`src/rtl/rnd_sat_fmt_pkg.sv`:
```
package rnd_sat_fmt_pkg;
  typedef enum logic {
    FMT_IOB  = 1'b0,
    FMT_TWOS = 1'b1
  } fmt_e;
endpackage

```
`src/rtl/rsf_round.sv`:
```
module rsf_round #(
  parameter int IN_W   = 20,
  parameter int FRAC_W = 4,
  parameter int SEL_W  = 3,
  localparam int SUM_W = IN_W + 1
) (
  input  logic [IN_W-1:0]  din_i,
  input  logic [SEL_W-1:0] sel_i,
  output logic [SUM_W-1:0] rnd_o
);
  logic [SUM_W-1:0] half, keep_mask, ext;

  always_comb begin
    ext       = {din_i[IN_W-1], din_i};
    half      = SUM_W'(1) << (FRAC_W + int'(sel_i) - 1);
    keep_mask = ~((SUM_W'(1) << (FRAC_W + int'(sel_i))) - SUM_W'(1));
    rnd_o     = (ext + half) & keep_mask;
  end
endmodule

```
`src/rtl/rsf_clamp.sv`:
```
module rsf_clamp #(
  parameter int SUM_W  = 21,
  parameter int FRAC_W = 4,
  parameter int OUT_W  = 16,
  localparam int HI_W  = SUM_W - FRAC_W
) (
  input  logic [SUM_W-1:0] rnd_i,
  output logic [OUT_W-1:0] word_o,
  output logic             sat_o
);
  localparam logic [OUT_W-1:0] POS_FS = {1'b0, {(OUT_W-1){1'b1}}};
  localparam logic [OUT_W-1:0] NEG_FS = {1'b1, {(OUT_W-1){1'b0}}};

  logic [HI_W-1:0]       hi;
  logic [HI_W-OUT_W:0]   top;

  always_comb begin
    hi  = rnd_i[SUM_W-1:FRAC_W];
    top = hi[HI_W-1:OUT_W-1];
    sat_o = !((&top) || !(|top));
    if (!sat_o)           word_o = hi[OUT_W-1:0];
    else if (hi[HI_W-1])  word_o = NEG_FS;
    else                  word_o = POS_FS;
  end

  always_comb begin
    if (sat_o) p_sat_value_r4: assert (word_o == POS_FS || word_o == NEG_FS);
  end
endmodule

```
`src/rtl/rsf_encode.sv`:
```
module rsf_encode
  import rnd_sat_fmt_pkg::*;
#(
  parameter int OUT_W = 16
) (
  input  logic [OUT_W-1:0] word_i,
  input  fmt_e             fmt_i,
  output logic [OUT_W-1:0] code_o
);
  always_comb begin
    if (fmt_i == FMT_TWOS) code_o = word_i;
    else                   code_o = {word_i[OUT_W-1], ~word_i[OUT_W-2:0]};
  end

  always_comb begin
    p_msb_keep_r6: assert (code_o[OUT_W-1] == word_i[OUT_W-1]);
  end
endmodule

```
`src/rtl/rnd_sat_fmt.sv`:
```
module rnd_sat_fmt
  import rnd_sat_fmt_pkg::*;
#(
  parameter int IN_W   = 20,
  parameter int FRAC_W = 4,
  parameter int OUT_W  = 16,
  parameter int SEL_W  = 3
) (
  input  logic             clk_i,
  input  logic             rst_ni,
  input  logic [IN_W-1:0]  acc_i,
  input  logic [SEL_W-1:0] rnd_sel_i,
  input  logic             twos_i,
  input  logic             oe_ni,
  output logic [OUT_W-1:0] data_o,
  output logic             valid_o
);
  localparam int SUM_W = IN_W + 1;

  logic [SUM_W-1:0] rnd_w;
  logic [OUT_W-1:0] sat_word, code_w, out_q;
  logic             sat_w;

  rsf_round #(.IN_W(IN_W), .FRAC_W(FRAC_W), .SEL_W(SEL_W)) u_round (
    .din_i(acc_i), .sel_i(rnd_sel_i), .rnd_o(rnd_w)
  );

  rsf_clamp #(.SUM_W(SUM_W), .FRAC_W(FRAC_W), .OUT_W(OUT_W)) u_clamp (
    .rnd_i(rnd_w), .word_o(sat_word), .sat_o(sat_w)
  );

  rsf_encode #(.OUT_W(OUT_W)) u_encode (
    .word_i(sat_word), .fmt_i(fmt_e'(twos_i)), .code_o(code_w)
  );

  always_ff @(posedge clk_i or negedge rst_ni) begin
    if (!rst_ni) out_q <= '0;
    else         out_q <= code_w;
  end

  assign valid_o = !oe_ni;
  assign data_o  = oe_ni ? '0 : out_q;

  // low bits under the chosen LSB must be clear unless clamped
  p_low_clear_r3: assert property (@(posedge clk_i) disable iff (!rst_ni)
    !sat_w |-> ((sat_word & ((OUT_W'(1) << rnd_sel_i) - OUT_W'(1))) == '0));

  p_reg_update_r7: assert property (@(posedge clk_i) disable iff (!rst_ni)
    1'b1 |=> out_q == $past(code_w));

  p_reset_clear_r9: assert property (@(posedge clk_i)
    !rst_ni |-> out_q == '0);
endmodule

```
`config.mk`:
```
export PLATFORM = sky130hd
export DESIGN_NAME = rnd_sat_fmt
export DESIGN_NICKNAME = d
export VERILOG_FILES = /design/src/rtl/rnd_sat_fmt_pkg.sv /design/src/rtl/rsf_round.sv /design/src/rtl/rsf_clamp.sv /design/src/rtl/rsf_encode.sv /design/src/rtl/rnd_sat_fmt.sv
export SDC_FILE = /design/constraint.sdc
export NUM_CORES = 1
export LEC_CHECK = 0
export ABC_AREA = 1
export BUFFER_PORTS_ARGS = -buffer_cell sky130_fd_sc_hd__buf_2
export CAP_MARGIN = 10
export CORE_MARGIN = 1.5
export CORE_UTILIZATION = 52
export CTS_CLUSTER_SIZE = 8
export DETAILED_ROUTE_END_ITERATION = 8
export PLACE_DENSITY = 0.78
export SKIP_CTS_REPAIR_TIMING = 1
export SLEW_MARGIN = 20
export SYNTH_ARGS = -nofsm -noshare
export SYNTH_HDL_FRONTEND = slang
export SYNTH_HIERARCHICAL = 1
export SYNTH_SLANG_ARGS = --single-unit
```
`constraint.sdc`:
```
create_clock -name clk_i -period 0.8 [get_ports clk_i]
set_input_delay 0 -clock clk_i [delete_from_list [all_inputs] [get_ports clk_i]]
set_output_delay 0 -clock clk_i [all_outputs]
set_load 0.05 [all_outputs]
```
==> results of run 1 <==
metrics by stage:
step | area, um^2 | cells | hold WS, ns | setup TNS (ns) | setup slack [ns]
after floorplan | 2690 | 424 | -0.2956 | -31.54 | -2.015
after global placement | 3463 | 600 | -0.09039 | -33.20 | -2.135
after detailed placement | 3463 | 600 | -0.08450 | -34.10 | -2.197
after CTS | 3505 | 603 | -0.3420 | -32.13 | -1.945
after global routing | 4146 | 623 | 0.1413 | -34.04 | -2.128
final | 4146 | 623 | 0.1363 | -31.65 | -2.027
cell usage in the layout, fill, tap and decap left out, types with 15 or more instances in the layout:
cell and count:
sky130_fd_sc_hd__nand2_1 109, sky130_fd_sc_hd__buf_4 89, sky130_fd_sc_hd__inv_1 54, sky130_fd_sc_hd__nand2_2 35, sky130_fd_sc_hd__nor2_1 32, sky130_fd_sc_hd__buf_2 25, sky130_fd_sc_hd__nor2_2 20, sky130_fd_sc_hd__buf_6 18
sky130_fd_sc_hd__a21oi_1 18, sky130_fd_sc_hd__dfrtp_1 16, sky130_fd_sc_hd__o21ai_2 15
final timing paths:
check                              from        to  slack, ns
max                        rnd_sel_i[0]  out_q[9]      -2.03
min                              twos_i  out_q[3]       0.14
max in group asynchronous        rst_ni  out_q[1]       0.35
min in group asynchronous        rst_ni  out_q[2]       0.20
layer usage:
layer  part of all wire [%]  track usage [%]  up-vias
met2                     51            48.48      193
met5                      0                0        -
li1                       -                -     1551
met3                    7.1            1.243       64
met4                    6.9            7.338        0
met1                     35            28.82     1521
power by group:
part           switching, uW  internal [uW]  leakage (uW)
clock network            220            332     0.0000216
registers               48.0            940      0.000191
logic                   1720           1270       0.00201
total                   1990           2540       0.00222
cell type report:
class / count / area share (%)
tap: 67 / 2.022
clock buffer: 3 / 0.9958
multi-input combinational: 325 / 53.02
sequential: 16 / 9.656
timing repair buffer: 139 / 27.16
inverter: 73 / 7.151
critical path, stage by stage:
cell and delay, ns:
sky130_fd_sc_hd__buf_6 0.09, sky130_fd_sc_hd__or2_4 0.25, sky130_fd_sc_hd__inv_4 0.10, sky130_fd_sc_hd__ha_4 0.23, sky130_fd_sc_hd__inv_8 0.10, sky130_fd_sc_hd__nor2_4 0.05, sky130_fd_sc_hd__ha_4 0.18, sky130_fd_sc_hd__fa_2 0.38
sky130_fd_sc_hd__nand3_2 0.07, sky130_fd_sc_hd__nand2_2 0.06, sky130_fd_sc_hd__nand2_2 0.07, sky130_fd_sc_hd__nand2_2 0.05, sky130_fd_sc_hd__nand2_2 0.07, sky130_fd_sc_hd__nand2_2 0.07, sky130_fd_sc_hd__nand2_2 0.08, sky130_fd_sc_hd__nand2_2 0.08
sky130_fd_sc_hd__a21boi_4 0.17, sky130_fd_sc_hd__ha_4 0.25, sky130_fd_sc_hd__buf_12 0.15, sky130_fd_sc_hd__buf_6 0.11, sky130_fd_sc_hd__o21ai_2 0.14, sky130_fd_sc_hd__inv_1 0.06, sky130_fd_sc_hd__nand2_1 0.06, sky130_fd_sc_hd__nand2_1 0.05
==> results summary, run 1 <==
The flow ran to the end, but the final reports show violations. The checks that failed: setup timing. The DRC violation count after routing is 0. The all-layer global routing usage is 24.91%.

The end-of-flow core utilization is 87.79%. Synthesis handed over a netlist of around 420 instances. The count of final hold-check violations was 0. The filler cell count came out at around 240.

The first-pass iteration count of the detailed router is 5. The maximum ir drop on the vdd rail came out at 0.7071 mV. The first-pass GRT wire length came out at 10,700 um.

The final period demand of the worst path came out at 2.827 ns. The worst path uses 353.4% of the clock period. Counting instances, the worst hold path has a depth of 3. 0 antenna diodes ended up in the layout. During I/O placement, the number of pins put on the boundary was 44. The storage element area came out at 400.4 um^2.

The worst setup path is captured at a flip-flop. Power spread over the standard cell area amounts to 1091 nW/um^2. The chip height is between 70 and 80 um. The number of port buffers is 43. The max-slew violation count is 0.

The row count came out at 25. STA classifies the critical path startpoint as an input pin. Relative to the synthesized area, the layout overhead comes to 62.05%. The placeable core region is 4723 um^2. The tightest min-delay check is of the in -> reg type. The number of global-route vias before repair is 2,678. Routability-driven placement finished with a final weighted congestion of 0.9348. The number of antenna violations at the first check in global routing is 0. Setup repair after global routing could not meet its margin everywhere. The design draws 4523 uW. The remaining global-route overflow is 0.

The buffer levels on the longest clock path is 2. The post-detailed-route count of antenna-violating nets came out at 0. The worst-path maximum fanout came out at 7. The largest net degree at the start of global routing came out at 23. The number of maximum-capacitance constraint violations is 0.

The yosys synthesis warning count is 6. Clock tree synthesis found a total of 16 sinks. out_q holds more flip-flops than any other register. The static power due to leakage came out at 0.002224 uW. The multi-input gate area in the final layout came out at between 2000 and 2500 um^2. The critical path in this run is classified as in -> reg. Dividing the synthesized area by the synthesized cell count gives roughly 6.0 um^2. The data required time of the worst path came out at roughly 0.93 ns. The count of endpoints failing setup in the final report is 32. The number of violations reported at the end of detailed-routing iteration 0 is 214. The clock-pin slew reported for the worst setup and hold paths after clock tree synthesis came out at approximately 0.050 ns. The largest registers in the layout are out_q (16). For this block, the via count after detailed routing is 3,329. The achievable frequency came out at 353.7 MHz. The clock root buffer master is sky130_fd_sc_hd__clkbuf_8. The worst-case setup margin in the final layout is -2.027 ns. In the final routed layout, each cell accounts on average for 15.27 um. The post-DP HPWL is 5554 um. The starting density of the core came out at 54.17%. The post-layout net count is 610. The data arrival time at the worst-slack endpoint is 2.95 ns. The ratio of routed vias to standard cells came out at 5.343. The number of buffers added by the clock tree synthesis step came out at 3. The fraction of final layout cells sized beyond drive strength 1 came out at 50.72%. The number of flip-flops under the largest register name is 16. The total wirelength of the detailed-routed design is ~9500 um. TritonCTS built the clock tree. The overall die area came out at 5350 um^2. The CTS H-tree depth came out at 1. The die boundary width came out at around 73 um. The cell area after synthesis came out at approximately 2600 um^2.
(Power assumes the default switching activity.)
==> inputs of run 2 (changes only) <==
Settings changed: ABC_AREA 1 to unset, PLACE_DENSITY 0.78 to 0.76.
Clock period 0.8 ns to 3 ns, I/O delays scaled along.
==> run 2 against run 1 <==
  * Global-route usage fell by 1.9 points
  * Critical endpoint is now out_q[3]
  * The flow still finishes with violations (setup timing)
  * Via count is 38% lower
  * Sequential power is 73% lower
  * Clock-buffer cell count is the same
  * Critical path type unchanged
  * Non-clock buffer count decreased by 45
  * Sequential cell count is the same
  * Cell count fell by 38%
  * Power decreased by 78%
  * Worst setup slack better by 2.0 ns
  * Critical path depth down 7
  * Combinational power fell by 81%
==> results summary, run 2 <==
The kind of end point of the critical path is a flip-flop. The worst-path maximum fanout came out at 8 (+1). The count of final hold-check violations is 0 (unchanged).

The number of maximum-capacitance constraint violations is 0 (unchanged). The filler cell count came out at 267 (+13%). The total wirelength of the detailed-routed design came out at 5196 um (-45%). The overall power of the completed layout came out at 996.4 uW (-78%).

The post-layout net count was 395 (-35%). The transition time at the pin with the least slew margin came out at 0.4856 ns. The number of antenna violations at the first check in global routing came out at 0 (unchanged).

The worst-case setup margin in the final layout came out at -0.02323 ns (+2.004 ns). The number of standard cells after synthesis came out at 254 (-40%). The final RePlAce weighted congestion is 0.8974 (-4.0%). The die boundary width is 66.26 um (-9.4%). The summed area of non-filler cells in the final layout is 2938 um^2 (-29%).

The data required time of the worst path came out at 3.11 ns (+2.18 ns). The static power due to leakage is 0.001480 uW (-33%). The clock sink total came to 16 (unchanged). TritonCTS built the clock tree. The number of buffers added by the clock tree synthesis step is 3 (unchanged).

The fraction of final layout cells sized beyond drive strength 1 came out at 41.06% (-9.7 points). The number of antenna diodes came out at 0 (unchanged). The remaining global-route overflow is 0 (unchanged). The overall die area is 4390 um^2 (-18%). The clock-pin slew reported for the worst setup and hold paths after clock tree synthesis is 0.05 ns (about the same). The yosys synthesis warning count was 6 (unchanged). The buffer levels on the longest clock path is 2 (unchanged). The final reports fail on setup timing. The normalized max-slew margin is 67.28%.

The number of primary I/O pins came out at 44 (unchanged). The synthesis-to-layout area growth came out at 41.19%. The share of the clock period used by the worst path came out at 100.8%. The most common cell after layout, fill and taps aside is sky130_fd_sc_hd__buf_4. The data arrival time at the worst-slack endpoint came out at 3.14 ns (+0.19 ns). The final period demand of the worst path came out at just over 3 ns. The startpoint class of the critical path is an input pin. The row count came out at 22 (-12%).

The post-DP HPWL is 3914 um (-30%). The largest register by flop count is out_q. Timing would allow up to 330.8 MHz. The post-detailed-route count of antenna-violating nets is 0 (unchanged). The largest registers in the layout are out_q (16). The number of flip-flops under the largest register name came to 16 (unchanged). The setup path with the least slack is of type in -> reg. The chip height is 66.26 um (-9.4%). The run finished, with violations left. In the layout the commonest cells are sky130_fd_sc_hd__buf_4 (48), sky130_fd_sc_hd__buf_2 (40), sky130_fd_sc_hd__nor2_1 (23).

The first-pass GRT wire length is 8010 um (-25%). The total via count after detailed routing is 2,075 (-38%). The maximum ir drop on the vdd rail is 0.1317 mV (-81%). The number of port buffers is 43 (unchanged). Setup repair after global routing could not meet its margin everywhere. The starting density of the core is 55.58% (+1.4 points). The number of violations reported at the end of detailed-routing iteration 0 came to 71 (-67%).

The ratio of routed vias to standard cells came out at 5.334 (-0.17%). The post-detailed-route wirelength per cell is 13.36 um (-13%). The all-layer global routing usage is 23.06% (-1.9 points).

The instance area at placement is 2634 um^2 (-24%). The max-slew violation count is 0 (unchanged). The total power per unit cell area is 339.2 nW/um^2 (-69%). The largest net degree at the start of global routing is 18 (-22%). The first-pass iteration count of the detailed router is 4 (-1).

The CTS H-tree depth came out at 1 (unchanged). The synthesized area divided by synthesized cell count came out at 8.192 um^2 (+35%). The count of endpoints failing setup in the final report is 6 (-81%). The DRC violation count after routing is 0 (unchanged). The tree is rooted in a sky130_fd_sc_hd__clkbuf_8. The min-delay analysis places its worst path in the category in -> async. The number of global-route vias before repair is 1,947 (-27%). The cell area after synthesis came out at 2081 um^2 (-19%). The placeable core region is 3744 um^2 (-21%).
==> run 2: cell count changes in the layout (fill, tap and decap cells not counted), sizes merged, moves of 18 or more <==
cell and delta:
buf -44, nand2 -128, nand3 -20, xnor2 +18, nor2 -35, inv -65
a21o +19
==> run 2: final cells by class <==
class / count / area [um^2] / share of cell area, %
Sequential cell: 16 / 400.4 / 13.63
Clock buffer: 3 / 41.29 / 1.405
Multi-Input combinational cell: 220 / 1753 / 59.67
Timing Repair Buffer: 94 / 649.4 / 22.10
Inverter: 8 / 33.78 / 1.150
Tap cell: 48 / 60.06 / 2.044
==> run 2: path summary, 6_finish.rpt <==
path	cells after the start	start	slack, ns	end
min in group clk_i	4	acc_i[18]	0.21	out_q[14]
setup / recovery	17	rnd_sel_i[0]	-0.02	out_q[3]
hold / removal	2	rst_ni	0.19	out_q[0]
max in group asynchronous	2	rst_ni	2.58	out_q[14]
==> run 2: power by group <==
part	total [uW]	internal (uW)	switching, uW
Clock	148	88.5	59.2
Combinational	581	255	326
Sequential	268	260	7.49
Total	996	603	393
==> run 2: metrics by stage <==
| step | cells | setup WS, ns | setup TNS (ns) | utilization, % | hold WS (ns) |
|---|---|---|---|---|---|
| finish | 389 | -0.02323 | -0.09571 | 78.48 | 0.1867 |
| global route | 389 | -0.1228 | -1.588 | 78.48 | 0.2060 |
| CTS | 382 | -0.1452 | -1.754 | 71.46 | -0.3482 |
| detailed placement | 379 | -0.3903 | -5.407 | 70.35 | -0.09082 |
| global placement | 379 | -0.2937 | -4.098 | 70.35 | -0.09368 |
| floorplan | 255 | -0.1201 | -1.275 | - | -0.2956 |
==> run 2: per-layer routing <==
layer  routed length (um)  track usage, %
met5                    0               0
met4                   82           7.653
met3                  213           1.022
met2                 2733           43.50
met1                 2165           27.52
==> run 2: worst max-delay path: stages <==
cell and delay, ns:
sky130_fd_sc_hd__buf_6 0.10, sky130_fd_sc_hd__nor2_4 0.16, sky130_fd_sc_hd__ha_4 0.24, sky130_fd_sc_hd__nand2_4 0.11, sky130_fd_sc_hd__nor2_4 0.06, sky130_fd_sc_hd__ha_4 0.29, sky130_fd_sc_hd__nand4_1 0.12, sky130_fd_sc_hd__a21oi_2 0.16
sky130_fd_sc_hd__o211ai_2 0.11, sky130_fd_sc_hd__o311a_1 0.38, sky130_fd_sc_hd__or3_4 0.42, sky130_fd_sc_hd__a21oi_4 0.17, sky130_fd_sc_hd__inv_2 0.06, sky130_fd_sc_hd__ha_4 0.36, sky130_fd_sc_hd__nor2_8 0.08, sky130_fd_sc_hd__a21o_4 0.20
sky130_fd_sc_hd__xnor2_2 0.12
==> inputs of run 3 (changes only) <==
Settings changed: ABC_AREA set to 1, CORE_MARGIN 1.5 to 2, PLACE_DENSITY 0.76 to 0.75.
==> run 3 against run 2 <==
  * The run now ends clean
  * Clock power is 20% higher
  * Combinational power is 3.4% lower
  * Worst hold slack worse by 0.057 ns
  * Critical path depth is 6 higher
  * Die area is 25% higher
  * Worst setup slack better by 0.20 ns
  * Cell area is 9.4% higher
  * Largest power group unchanged
==> results summary, run 3 (synthesized netlist as in run 1, its figures left out) <==
The flow ran to the end, and the final reports show no timing, DRC or antenna violations. Tracing the worst setup path back leads to its startpoint at rnd_sel_i[0]. The worst-path maximum fanout came out at 15 (+7). More flip-flops sit in one register than any other, and that register is out_q. The first-pass GRT wire length is 9508 um (+19%). The placeable core region came to 4723 um^2 (+26%). The post-detailed-route wirelength per cell is 9.791 um (-27%). The summed area of non-filler cells in the final layout is 3213 um^2 (+9.4%). The count of final hold-check violations is 0 (unchanged). The fraction of power consumed by combinational cells is 56.3% (-2.0 points). The largest registers in the layout are out_q (16). The buffer levels on the longest clock path is 2 (unchanged). The clock network fraction of design power came out at 17.9% (+3.1 points). The share of the clock period used by the worst path is 94.02% (-6.8 points). The family with the most delay on the worst path is simple AND/OR/NAND/NOR gates.

The instance area at placement is 3075 um^2 (+17%). The peak per-stage delay on the critical path is 0.36 ns (-0.06 ns). The row count came to 25 (+14%). The number of antenna violations at the first check in global routing came to 0 (unchanged).

The clock-pin slew reported for the worst setup and hold paths after clock tree synthesis is 0.05 ns (about the same). The total negative setup slack came out at 0 ns (+0.09571 ns). The startpoint class of the critical path is an input pin. The sequential share of power was 25.9% (-1.0 points). The number of flip-flops under the largest register name came to 16 (unchanged). The number of buffers added by the clock tree synthesis step is 3 (unchanged).

The worst setup path is of the in -> reg kind. The number of maximum-capacitance constraint violations is 0 (unchanged). The final RePlAce weighted congestion came out at 0.9815 (+9.4%). The max-slew violation count is 0 (unchanged). The fraction of final layout cells sized beyond drive strength 1 came out at 30.63% (-10 points).

The ratio of routed vias to standard cells is 4.689 (-12%). The post-detailed-route count of antenna-violating nets came out at 0 (unchanged). The largest net degree at the start of global routing came out at 31 (+13).

The library cell used most frequently in the layout, excluding fill and tap cells, is sky130_fd_sc_hd__nand2_1. The root buffer cell chosen for the clock tree is sky130_fd_sc_hd__clkbuf_8. The remaining global-route overflow came out at 0 (unchanged). The internal power is 575.9 uW (-4.6%).

The first-pass iteration count of the detailed router came out at 4 (unchanged). The chip height came out at 74.15 um (+12%). The number of port buffers came out at 43 (unchanged).

In this run the worst setup path terminates at out_q[4]. In the layout the commonest cells are sky130_fd_sc_hd__nand2_1 (127), sky130_fd_sc_hd__inv_1 (63), sky130_fd_sc_hd__nor2_1 (60). The multi-input gate area in the final layout is 1815 um^2 (+3.6%). The data arrival time at the worst-slack endpoint was 2.96 ns (-0.18 ns). The clock sink total came to 16 (unchanged).

The number of violations reported at the end of detailed-routing iteration 0 came out at 74 (+4.2%). The total power per unit cell area came to 310.4 nW/um^2 (-8.5%). The count of cell instances traversed by the critical path came to 23 (+6). The proportion of total power due to net switching came out at 42.26% (+2.8 points). The total via count after detailed routing came out at 2,687 (+29%). The master of the slowest instance on the critical path is sky130_fd_sc_hd__fa_1. The number of global-route vias before repair is 2,381 (+22%). The filler cell count came out at 453 (+70%).

The count of buffer and inverter cells on the critical path came out at 5 (+3). The starting density of the core came out at 54.17% (-1.4 points). The DRC violation count after routing came to 0 (unchanged). The total wirelength of the detailed-routed design was 5610 um (+8.0%). Compared with the post-synthesis result, the final layout area differs by 25.57%. The number of primary I/O pins came out at 44 (unchanged). The maximum ir drop on the vdd rail is 0.1594 mV (+21%). Walking the worst path, the cells encountered are buf_2 -> or2_2 -> inv_2 -> ha_1 -> inv_2 -> nor2_1 -> ha_1 -> fa_1 -> nand3_1 -> nand2_2 -> nand2_1 -> nand2_2 -> nand2_2 -> nand2_2 -> nand2_1 -> nand2_2 -> a21boi_4 -> ha_4 -> buf_8 -> o21ai_1 -> inv_1 -> nand2_2 -> nand2_1. The overall die area came out at 5497 um^2 (+25%). The data required time of the worst path was 3.14 ns (+0.03 ns).

The all-layer global routing usage is 21.58% (-1.5 points). The post-DP HPWL is 4883 um (+25%). The count of endpoints failing setup in the final report came out at 0 (-6). The achievable frequency is 354.6 MHz (+7.2%). The CTS tree is yes.

The worst setup path is captured at a flip-flop. The static power due to leakage is 0.001923 uW (+30%). The number of antenna diodes is 0 (unchanged). The final period demand of the worst path is 2.820 ns (-0.2028 ns).

The post-layout net count is 559 (+42%). The dominant cell type by count on the critical path is sky130_fd_sc_hd__nand2_2. The total net switching power is 421.5 uW (+7.3%). The CTS H-tree depth came out at 1 (unchanged). The die boundary width is 74.15 um (+12%).

The storage element area was 400.4 um^2 (unchanged). The tightest min-delay check is of the in -> reg type.
==> run 3: cell count changes in the layout (fill, tap and decap cells not counted), moves of 15 or more <==
cell,change
sky130_fd_sc_hd__inv_1,+57
sky130_fd_sc_hd__nand2_2,+17
sky130_fd_sc_hd__nand2_1,+109
sky130_fd_sc_hd__xnor2_1,-15
sky130_fd_sc_hd__nand3_1,+16
sky130_fd_sc_hd__nor2_1,+37
==> run 3: power groups by stage <==
stage / clock (uW) / combinational (uW) / sequential (uW)
2_1_floorplan: 0 / 399 / 260
3_3_place_gp: 0 / 520 / 261
3_5_place_dp: 0 / 531 / 262
5_1_grt: 193 / 628 / 261
6_report: 178 / 561 / 258
4_1_cts: 186 / 532 / 258
==> run 3: routing by layer <==
layer / up-vias / share of wire, % / global-route usage [%]
met5: - / 0 / 0
met4: 0 / 2.0 / 8.081
met3: 12 / 3.2 / 0.6775
met2: 63 / 51 / 40.87
met1: 1165 / 44 / 25.70
li1: 1447 / - / -
==> run 3: how the worst min path moves through the flow <==
stage            from        end  slack [ns]  depth (start not counted)
2_1_floorplan  rst_ni   out_q[0]       -0.30                          0
3_3_place_gp   rst_ni   out_q[2]       -0.09                          1
3_5_place_dp   rst_ni   out_q[0]       -0.09                          1
4_1_cts        rst_ni   out_q[0]       -0.35                          1
5_1_grt        twos_i  out_q[12]        0.15                          3
6_report       twos_i   out_q[4]        0.13                          3
==> run 3: area by class of cell <==
class / instances / area share (%)
clock buffers: 4 / 1.713
inverters: 73 / 8.684
multi-input cells: 325 / 56.50
flip-flops and latches: 16 / 12.46
well taps: 67 / 2.609
repair buffers: 88 / 18.03
==> run 3: stage by stage <==
| stage | cells | util [%] | power, uW | hold WS (ns) | setup WS, ns |
|---|---|---|---|---|---|
| final | 573 | 68.03 | 997.4 | 0.1296 | 0.1795 |
| after global routing | 573 | 68.03 | 1082 | 0.1478 | -0.01512 |
| after CTS | 569 | 66.28 | 976.5 | -0.3543 | 0.08976 |
| after detailed placement | 565 | 65.11 | 793.0 | -0.08835 | -0.1616 |
| after global placement | 565 | 65.11 | 781.3 | -0.08961 | -0.1064 |
| after floorplan | 424 | - | 659.6 | -0.2956 | -0.008051 |
